**config.mk**
```make
export PLATFORM = sky130hd
export DESIGN_NAME = dps_adc_array
export DESIGN_NICKNAME = d
export VERILOG_FILES = /design/src/rtl/dps_pkg.sv /design/src/rtl/dps_sequencer.sv /design/src/rtl/dps_pixel.sv /design/src/rtl/dps_readout.sv /design/src/rtl/dps_adc_array.sv
export SDC_FILE = /design/constraint.sdc
export NUM_CORES = 1
export LEC_CHECK = 0
export ABC_AREA = 0
export CORE_MARGIN = 3
export CORE_UTILIZATION = 30
export CTS_CLUSTER_DIAMETER = 80
export DETAILED_ROUTE_END_ITERATION = 7
export GPL_TIMING_DRIVEN = 0
export PLACE_DENSITY_LB_ADDON = 0.2
export SYNTH_ARGS = -nofsm -noshare
export SYNTH_HDL_FRONTEND = slang
export SYNTH_SLANG_ARGS = --single-unit
```
**constraint.sdc**
```tcl
create_clock -name clk -period 3.4 [get_ports clk]
set_input_delay 0.51 -clock clk [delete_from_list [all_inputs] [get_ports clk]]
set_output_delay 0.51 -clock clk [all_outputs]
set_load 0.01 [all_outputs]
```
**src/rtl/dps_pkg.sv**
```systemverilog
package dps_pkg;

    localparam int CODE_W = 8;

    typedef logic [CODE_W-1:0] code_t;

    localparam code_t CODE_MAX = '1;

    typedef enum logic [1:0] {
        ST_IDLE,
        ST_CONV,
        ST_HOLD,
        ST_READ
    } seq_state_e;

    // Broadcast step as seen by every pixel
    typedef struct packed {
        logic  clear;
        logic  conv;
        code_t ramp;
        code_t gray;
    } step_bus_t;

    function automatic code_t bin2gray(code_t b);
        return b ^ (b >> 1);
    endfunction

    function automatic code_t gray2bin(code_t g);
        code_t b;
        b[CODE_W-1] = g[CODE_W-1];
        for (int i = CODE_W - 2; i >= 0; i--) begin
            b[i] = b[i+1] ^ g[i];
        end
        return b;
    endfunction

endpackage

```
**src/rtl/dps_sequencer.sv**
```systemverilog
module dps_sequencer
    import dps_pkg::*;
#(
    parameter int NWORDS = 8,
    localparam int IDX_W = (NWORDS > 1) ? $clog2(NWORDS) : 1
) (
    input  logic             clk,
    input  logic             rst,
    input  logic             start_i,
    input  logic             read_i,
    output seq_state_e       state_o,
    output step_bus_t        step_o,
    output logic             rd_en_o,
    output logic [IDX_W-1:0] word_idx_o
);

    localparam logic [IDX_W-1:0] LAST_WORD = IDX_W'(NWORDS - 1);

    seq_state_e       state;
    code_t            step;
    logic [IDX_W-1:0] widx;

    always_ff @(posedge clk) begin
        if (rst) begin
            state <= ST_IDLE;
            step  <= '0;
            widx  <= '0;
        end else begin
            unique case (state)
                ST_IDLE: begin
                    if (start_i) begin
                        state <= ST_CONV;
                        step  <= '0;
                    end
                end
                ST_CONV: begin
                    if (step == CODE_MAX) begin
                        state <= ST_HOLD;
                    end else begin
                        step <= step + 1'b1;
                    end
                end
                ST_HOLD: begin
                    if (read_i) begin
                        state <= ST_READ;
                        widx  <= '0;
                    end
                end
                ST_READ: begin
                    if (widx == LAST_WORD) begin
                        state <= ST_IDLE;
                    end else begin
                        widx <= widx + 1'b1;
                    end
                end
                default: state <= ST_IDLE;
            endcase
        end
    end

    always_comb begin
        step_o.clear = (state == ST_IDLE) && start_i;
        step_o.conv  = (state == ST_CONV);
        step_o.ramp  = step;
        step_o.gray  = bin2gray(step);
    end

    assign state_o    = state;
    assign rd_en_o    = (state == ST_READ);
    assign word_idx_o = widx;

endmodule

```
**src/rtl/dps_pixel.sv**
```systemverilog
module dps_pixel
    import dps_pkg::*;
(
    input  logic      clk,
    input  logic      rst,
    input  step_bus_t step_i,
    input  code_t     level_i,
    output code_t     mem_o,
    output logic      frozen_o
);

    code_t mem;
    logic  frozen;
    logic  cmp;

    // Behavioural comparator: switches once the ramp reaches the level
    assign cmp = (step_i.ramp >= level_i);

    always_ff @(posedge clk) begin
        if (rst || step_i.clear) begin
            mem    <= '0;
            frozen <= 1'b0;
        end else if (step_i.conv && !frozen) begin
            mem <= step_i.gray;
            if (cmp) begin
                frozen <= 1'b1;
            end
        end
    end

    assign mem_o    = mem;
    assign frozen_o = frozen;

endmodule

```
**src/rtl/dps_readout.sv**
```systemverilog
module dps_readout
    import dps_pkg::*;
#(
    parameter int ROWS  = 4,
    parameter int COLS  = 16,
    parameter int LANES = 8,
    localparam int NPIX   = ROWS * COLS,
    localparam int WPR    = COLS / LANES,
    localparam int NWORDS = ROWS * WPR,
    localparam int IDX_W  = (NWORDS > 1) ? $clog2(NWORDS) : 1,
    localparam int ROW_W  = (ROWS > 1) ? $clog2(ROWS) : 1,
    localparam int WRD_W  = (WPR > 1) ? $clog2(WPR) : 1
) (
    input  logic                    clk,
    input  logic                    rst,
    input  logic                    rd_en_i,
    input  logic [IDX_W-1:0]        word_idx_i,
    input  code_t [NPIX-1:0]        pix_mem_i,
    output logic [LANES*CODE_W-1:0] data_o,
    output logic                    valid_o,
    output logic [ROW_W-1:0]        row_o,
    output logic [WRD_W-1:0]        word_o
);

    code_t [LANES-1:0] lane_bin;
    logic [ROW_W-1:0]  row_n;
    logic [WRD_W-1:0]  word_n;

    always_comb begin
        int base;
        base   = int'(word_idx_i) * LANES;
        row_n  = ROW_W'(int'(word_idx_i) / WPR);
        word_n = WRD_W'(int'(word_idx_i) % WPR);
        for (int j = 0; j < LANES; j++) begin
            lane_bin[j] = gray2bin(pix_mem_i[base + j]);
        end
    end

    always_ff @(posedge clk) begin
        if (rst) begin
            valid_o <= 1'b0;
            data_o  <= '0;
            row_o   <= '0;
            word_o  <= '0;
        end else begin
            valid_o <= rd_en_i;
            if (rd_en_i) begin
                data_o <= lane_bin;
                row_o  <= row_n;
                word_o <= word_n;
            end
        end
    end

endmodule

```
**src/rtl/dps_adc_array.sv**
```systemverilog
module dps_adc_array
    import dps_pkg::*;
#(
    parameter int ROWS  = 4,
    parameter int COLS  = 16,
    parameter int LANES = 8,
    localparam int NPIX   = ROWS * COLS,
    localparam int WPR    = COLS / LANES,
    localparam int NWORDS = ROWS * WPR,
    localparam int IDX_W  = (NWORDS > 1) ? $clog2(NWORDS) : 1,
    localparam int ROW_W  = (ROWS > 1) ? $clog2(ROWS) : 1,
    localparam int WRD_W  = (WPR > 1) ? $clog2(WPR) : 1
) (
    input  logic                    clk,
    input  logic                    rst,
    input  logic [NPIX*CODE_W-1:0]  level_i,
    input  logic                    start_i,
    input  logic                    read_i,
    output logic [LANES*CODE_W-1:0] rd_data_o,
    output logic                    rd_valid_o,
    output logic [ROW_W-1:0]        rd_row_o,
    output logic [WRD_W-1:0]        rd_word_o
);

    seq_state_e       seq_state;
    step_bus_t        step_bus;
    logic             rd_en;
    logic [IDX_W-1:0] word_idx;
    code_t [NPIX-1:0] pix_mem;
    logic [NPIX-1:0]  pix_frozen;

    dps_sequencer #(.NWORDS(NWORDS)) u_seq (
        .clk        (clk),
        .rst        (rst),
        .start_i    (start_i),
        .read_i     (read_i),
        .state_o    (seq_state),
        .step_o     (step_bus),
        .rd_en_o    (rd_en),
        .word_idx_o (word_idx)
    );

    for (genvar p = 0; p < NPIX; p++) begin : g_px
        dps_pixel u_px (
            .clk      (clk),
            .rst      (rst),
            .step_i   (step_bus),
            .level_i  (level_i[p*CODE_W +: CODE_W]),
            .mem_o    (pix_mem[p]),
            .frozen_o (pix_frozen[p])
        );
    end

    dps_readout #(.ROWS(ROWS), .COLS(COLS), .LANES(LANES)) u_rd (
        .clk        (clk),
        .rst        (rst),
        .rd_en_i    (rd_en),
        .word_idx_i (word_idx),
        .pix_mem_i  (pix_mem),
        .data_o     (rd_data_o),
        .valid_o    (rd_valid_o),
        .row_o      (rd_row_o),
        .word_o     (rd_word_o)
    );

endmodule

```
; ---- Word-level counts from Yosys, hierarchy flattened
; Cells that the tools add are included.
[classes]
magnitude_cmp = 72
n_eq_ne = 11
mux = 34
addsub = 9
reduce_logical = 200
bitwise = 57
[op_table]
columns = op, n
row1 = $ge 8x8->1, 64
row2 = $bmux 8 s6, 7
row3 = $lt 32x8->1 const B, 7
row4 = $mux 8, 17
row5 = $reduce_and 2->1, 64
row6 = $logic_and 1x1->1, 65
row7 = $logic_not 1->1, 64
row8 = $xor 1x1->1, 56
row9 = $add 6x3->7 const B, 4
row10 = $bmux 8 s3, 1
row11 = $pmux 8 s2, 1
row12 = $add 6x2->7 const B, 2
row13 = $ne 2x2->1 const B, 6
row14 = $add 8x1->8 const B, 1
row15 = $eq 8x8->1 const B, 1
row16 = $mux 2, 4
row17 = $pmux 2 s4, 1
row18 = $xor 8x7->8, 1
row19 = $add 6x1->7 const B, 1
row20 = $lt 6x7->1 const B, 1
row21 = $mux 3, 2
row22 = $pmux 3 s2, 1
row23 = $reduce_and 3->1, 2
row24 = $eq 2x2->1 const B, 2
row25 = 7 further kinds, 8
[word_totals]
elab_cells = 518
output_inout_bits = 68
regBits = 657
in_bits = 516

; ---- Depth between registers and ports, before layout
[depth]
ltp_word = 11
ltp_mapped = 11
mapped_depth_nobuf = 10

; ---- By module
; From an unflattened synthesis, not the netlist that was laid out.
[hier_totals]
hier_cells = 4233
area_unflattened_um2 = 42692.2
[by_module_without_submodules]
columns = mod, cells_each, seq_area_each_um2, area_each_um2, n_inst
row1 = dps_pixel, 56, 180.2, 540.5, 64
row2 = dps_readout, 559, 1361.3, 7268.2, 1
row3 = dps_sequencer, 90, 260.2, 830.8, 1

; ---- Worst setup path before layout
; OpenSTA, ideal clock, no wires.
[synth_path]
path_type = register -> register
startpoint = reg u_seq.step[1]
endpoint = reg u_seq.state[1] (netlist: u_seq.state_o[1])
synth_period_minus_slack_ps = 3096
setup_time_ps = 128
path_stages_with_launch = 6
path_slack_ps = 304
path_buffers = 0
required_time_ps = 3272
arrival_ps = 2969
path_cell_list = dfxtp_1 > ha_1 > a41oi_1 > a2111oi_0 > mux2i_1 > nor2_1
[synth_via]
elab_chain_len = 3
[synth_rtl]
columns = element, line
row1 = from (decl), dps_sequencer.sv:20  ; code_t step;
row2 = from (signal assigned), dps_sequencer.sv:40  ; step <= step + 1'b1;
row3 = $eq 8x8->1, dps_sequencer.sv:37  ; if (step == CODE_MAX) begin
row4 = $ne 2x2->1 (no line), n/a
row5 = $reduce_and 4->1 (no line), n/a
row6 = to (signal assigned), dps_sequencer.sv:38  ; state <= ST_HOLD;
row7 = to (signal assigned), dps_sequencer.sv:45  ; state <= ST_READ;
row8 = to (signal assigned), dps_sequencer.sv:51  ; state <= ST_IDLE;
row9 = to (decl), dps_sequencer.sv:19  ; seq_state_e state;
; No other way between the ends.
; A chain may end at the register's enable or synchronous reset.

; ---- Worst setup path in the final report
[layout_path]
startpoint = reg u_seq.widx[0] (netlist: u_seq.word_idx_o[0])
endpoint = reg u_rd.data_o[32]
[layout_via]
elab_chain_len = 11
[layout_rtl]
columns = element, line
row1 = from (decl), dps_sequencer.sv:21  ; logic [IDX_W-1:0] widx;
row2 = from (signal assigned), dps_sequencer.sv:53  ; widx <= widx + 1'b1;
row3 = $add 6x3->7 *, dps_readout.sv:35  ; lane_bin[j] = gray2bin(pix_mem_i[base + j]);
row4 = $bmux 8 s6 *, dps_readout.sv:35
row5 = $mux 8 (not written as such) * (2 in a row), dps_readout.sv:35
row6 = $xor 1x1->1 (6 in a row), dps_pkg.sv:32  ; b[i] = b[i+1] ^ g[i];
row7 = $xor 1x1->1 *, dps_pkg.sv:32
row8 = to (signal assigned), dps_readout.sv:48  ; data_o <= lane_bin;
row9 = to (decl), dps_readout.sv:19  ; output logic [LANES*CODE_W-1:0] data_o,
; Every way passes the cells marked *; elsewhere a longest branch is shown, timed or not. The select of a mux whose other input is x is not followed.

==> Implementation_results.wiki <==
{| class="wikitable"
! Metric !! Value
|-
| Run status || complete, but fails checks
|-
| Violations in the final reports || negative setup slack
|-
| Post-synthesis cell type count || 38
|-
| Clock latency on the worst-skew pair || around 660 ps
|-
| Mapped Nets || ~5300
|-
| Number of antenna violations at the first check in global routing || 6
|-
| Levels on crit path || 10
|-
| Top_reg_cell synth || dfxtp_1
|-
| Cell Chain, Critical Path || buf_6 -> buf_6 -> mux4_1 -> mux2i_1 -> xnor2_1 -> xnor2_2 -> xnor2_2 -> xnor2_2 -> xor2_2 -> o21ai_1
|-
| Fraction of post-synthesis cell area in the top cell type by area || roughly a third
|-
| Number of cell instances on the worst register-to-register path || 10
|-
| Initial cell density of the core || a little under a third
|-
| Slowest stage cell on the critical path || mux4_1
|-
| 1st-pass router iterations || 6
|-
| Most frequent standard cell in the layout excluding fill and tap cells || nor2_1
|-
| Total instance count after detailed placement || 6627
|-
| Final cycle utilization of the critical path || 100%
|-
| Peak per-stage delay on the critical path || between 700 and 800 ps
|-
| Final WS setup || -6.61 ps
|-
| Instance count of the mapped netlist || between 4000 and 5000
|-
| First-pass GRT wire length || approximately 220 mm
|-
| Layout-stage area growth over the synthesis result || 27.9%
|-
| Width of the die || 374 µm
|-
| Setup Skew || 41.4 ps
|-
| IO Port Bufs || around 580
|-
| Final HPWL DP || between 100 and 150 mm
|-
| Post-route ant nets || 0
|-
| Number of levels the H-tree was split into || 3
|-
| Fraction of registers with async set or reset after synthesis || 0%
|-
| Floorplan core area || approximately 130000 µm²
|-
| # fillers || roughly 14000
|-
| Post-Syn Area || approximately 41000 µm²
|-
| Largest net degree at the start of global routing || between 50 and 60
|-
| Max rail drop VDD || 0.000353 V
|-
| Max Fanout on Critical Path || 10
|-
| HP Class || in2reg
|-
| CTS tree || done
|-
| Power density normalized to cell area || around 470 nW/µm²
|-
| Achievable Freq || 0.294 GHz
|-
| Average wire per cell in the routed design || approximately 22 µm
|-
| Mean Syn Cell Area || 9.49 µm²
|-
| Portion of total power attributed to sequential cells || approximately 32%
|-
| Leakage power total || between 20 and 25 nW
|-
| Root buffer cell || clkbuf_16
|-
| R2R Setup Slk || -7 ps
|-
| Critical Path Start Type || flop
|-
| Gp weighted congestion || between 0.8 and 0.9
|-
| Slew Limit Headroom || around 18%
|-
| Clock edge transition at the registers on the reported setup and hold paths || 60 ps
|-
| Sw frac || ~35%
|-
| Total Wirelength || ~150 mm
|-
| # hold bufs at CTS || 0
|-
| Share of final-layout standard cells stronger than drive strength 1 || between 7 and 8%
|-
| Most used cells in the layout excluding fill and tap cells || nor2_1, dfxtp_1, clkdlybuf4s50_1
|-
| Fraction of the yosys area taken by sequential cells || 32.5%
|-
| Count of buffer and inverter cells on the critical path || 2
|-
| Dominant delay contributor by cell family on the critical path || XOR/XNOR gates
|-
| Switching power || around 8.7 mW
|-
| Number of global-route vias before repair || approximately 32000
|-
| Proportion of power drawn by the clock network || 35.2%
|-
| Synth Warn # || 0
|-
| Number of vias after detailed routing || around 32000
|-
| Top post-synthesis cells by area || dfxtp_1, ha_1, mux2i_1, nor2_1, mux4_2
|-
| Site row count || about 130
|-
| Clock sinks || about 660
|-
| Min Clock Period, post-route || 3410 ps
|-
| #FFs+latches synth || 657
|-
| Overall track demand over capacity in global routing || 21.0%
|-
| Internal Dissipation || ~16 mW
|-
| Violation count after the first detailed-route iteration || 2076
|-
| Floorplan die height || between 300 and 400 µm
|-
| Number of flops mapped to enable cells by yosys || 0
|-
| Fraction of power consumed by combinational cells || 32.8%
|-
| Post-DR vias/cell || roughly 4.8
|-
| Slew at the pin closest to its max-slew limit || 1220 ps
|-
| Synth area leader || dfxtp_1
|-
| Leftover overflow at the end of global routing || 0
|-
| Number of hold violations in the final report || 0
|-
| Total CTS buffers || 78
|-
| CP Capture Type || flop
|-
| Worst Path Class, Setup || reg2reg
|-
| Final Slew Violations || 0
|-
| Data arrival time of the critical path || 3940 ps
|-
| # Max-Cap Violations || 0
|-
| Worst hold path stage count || 3
|-
| Req. time, crit path || approximately 3900 ps
|-
| Layout Nets || around 6000
|-
| Most prevalent standard cell on the critical path || xnor2_2
|-
| DRC violations left || 0
|-
| I/O pins || 584
|-
| Setup violations, final || 1
|-
| Longest Clk Path Bufs || 3
|-
| WHS || approximately 310 ps
|-
| Final Instance Count excl. Fillers || between 6000 and 7000
|-
| Area enclosed by the die boundary || between 100000 and 150000 µm²
|}
[synthesized netlist by cell type, types with 14 or more instances]
cell,n
nor2_1,755
xor2_1,22
nand2_1,41
buf_1,15
a21o_1,129
nand2b_1,140
mux2i_1,588
mux4_2,107
dfxtp_1,657
o21ai_0,128
ha_1,525
inv_1,456
mux2i_4,16
a21oi_1,149
xnor2_2,16
buf_4,14
nor2b_1,66
clkbuf_1,201
xnor2_1,96
o31a_1,64
mux4_1,21
[cells by family (layout without fill, tap and decap cells)]
logic type,count (synthesis),after routing,synth area share (%)
other,0,3,0
XOR/XNOR,134,134,3.19
flip-flops,657,657,32.5
AND/OR/NAND/NOR,1012,1012,10.7
buffers and inverters,709,1439,7.02
AO/OA/AOI/OAI,500,500,7.69
adder cells (fa/ha/maj),525,525,16.2
multiplexers,732,732,22.7
[power groups by stage]
stage	Sequential [mW]	Combinational (mW)	Clock (mW)
global route	7.89	8.60	9.09
global placement	8.08	7.99	0
detailed placement	8.05	8.09	0
finish	7.88	8.07	8.66
floorplan	8.04	4.73	0
CTS	7.88	8.13	8.79
[through the flow]
| stage | util [%] | power (mW) | setup slack, ps | instance area [µm²] | TNS (ps) |
|---|---|---|---|---|---|
| 4_1_cts | 38.6 | 24.8 | -124 | 51700 | -222 |
| 3_5_place_dp | 36.5 | 16.1 | -668 | 48800 | -171870 |
| 5_1_grt | 38.7 | 25.6 | -46.1 | 51800 | -46.1 |
| 2_1_floorplan | - | 12.8 | 304 | 40500 | 0 |
| 6_report | 38.7 | 24.6 | -6.61 | 51800 | -6.61 |
| 3_3_place_gp | 36.3 | 16.1 | -1760 | 48600 | -717660 |
[layout make-up]
type	count	area (µm²)	area share, %
multi-input combinational	2903	24900	48.0
sequential	657	13200	25.4
timing repair buffer	592	6090	11.7
clock buffer	119	2350	4.53
tap	1768	2210	4.27
inverter	456	1710	3.31
buffer	252	1160	2.23
clock inverter	20	277	0.533
antenna	3	7.51	0.0145
[tightest hold or removal path: cells and delay by family]
kind	cells	cell delay [ps]
AO/OA/AOI/OAI	1	190
buffers and inverters	1	160
AND/OR/NAND/NOR	1	60
[path summary, 6_finish.rpt]
kind,start,endpoint
worst min register to register,u_rd.data_o[48],u_rd.data_o[48]
worst max register to register,u_seq.word_idx_o[0],u_rd.data_o[32]
worst max-delay path,u_seq.word_idx_o[0],u_rd.data_o[32]
worst min-delay path,rst,u_seq.step[5]
[repair_timing]
| item | 4_1_cts | 5_1_grt |
|---|---|---|
| setup endpoints to repair | 198 | 25 |
| pin swaps | 2 | 3 |
| resized for setup | 51 | 19 |
| buffers inserted | 1 | 1 |
| cloned | 0 | 0 |
[registers in the layout (all words and copies together), names as in the netlist]
name                count
g_px.u_px.frozen_o     64
g_px.u_px.mem_o       512
u_rd.data_o            64
u_rd.row_o              2
u_rd.valid_o            1
u_rd.word_o             1
u_seq.state_o           2
u_seq.step              8
u_seq.word_idx_o        3
[metal layers]
metal  wire length (µm)  up-vias  global-route usage (%)
met5                  0        -                       0
met4               4540        0                    6.21
met3               8900      188                    3.48
met2              73000      963                    37.0
met1              63100    15300                    26.1
li1                   -    15800                       -
Power figures use the tool's default switching activity.
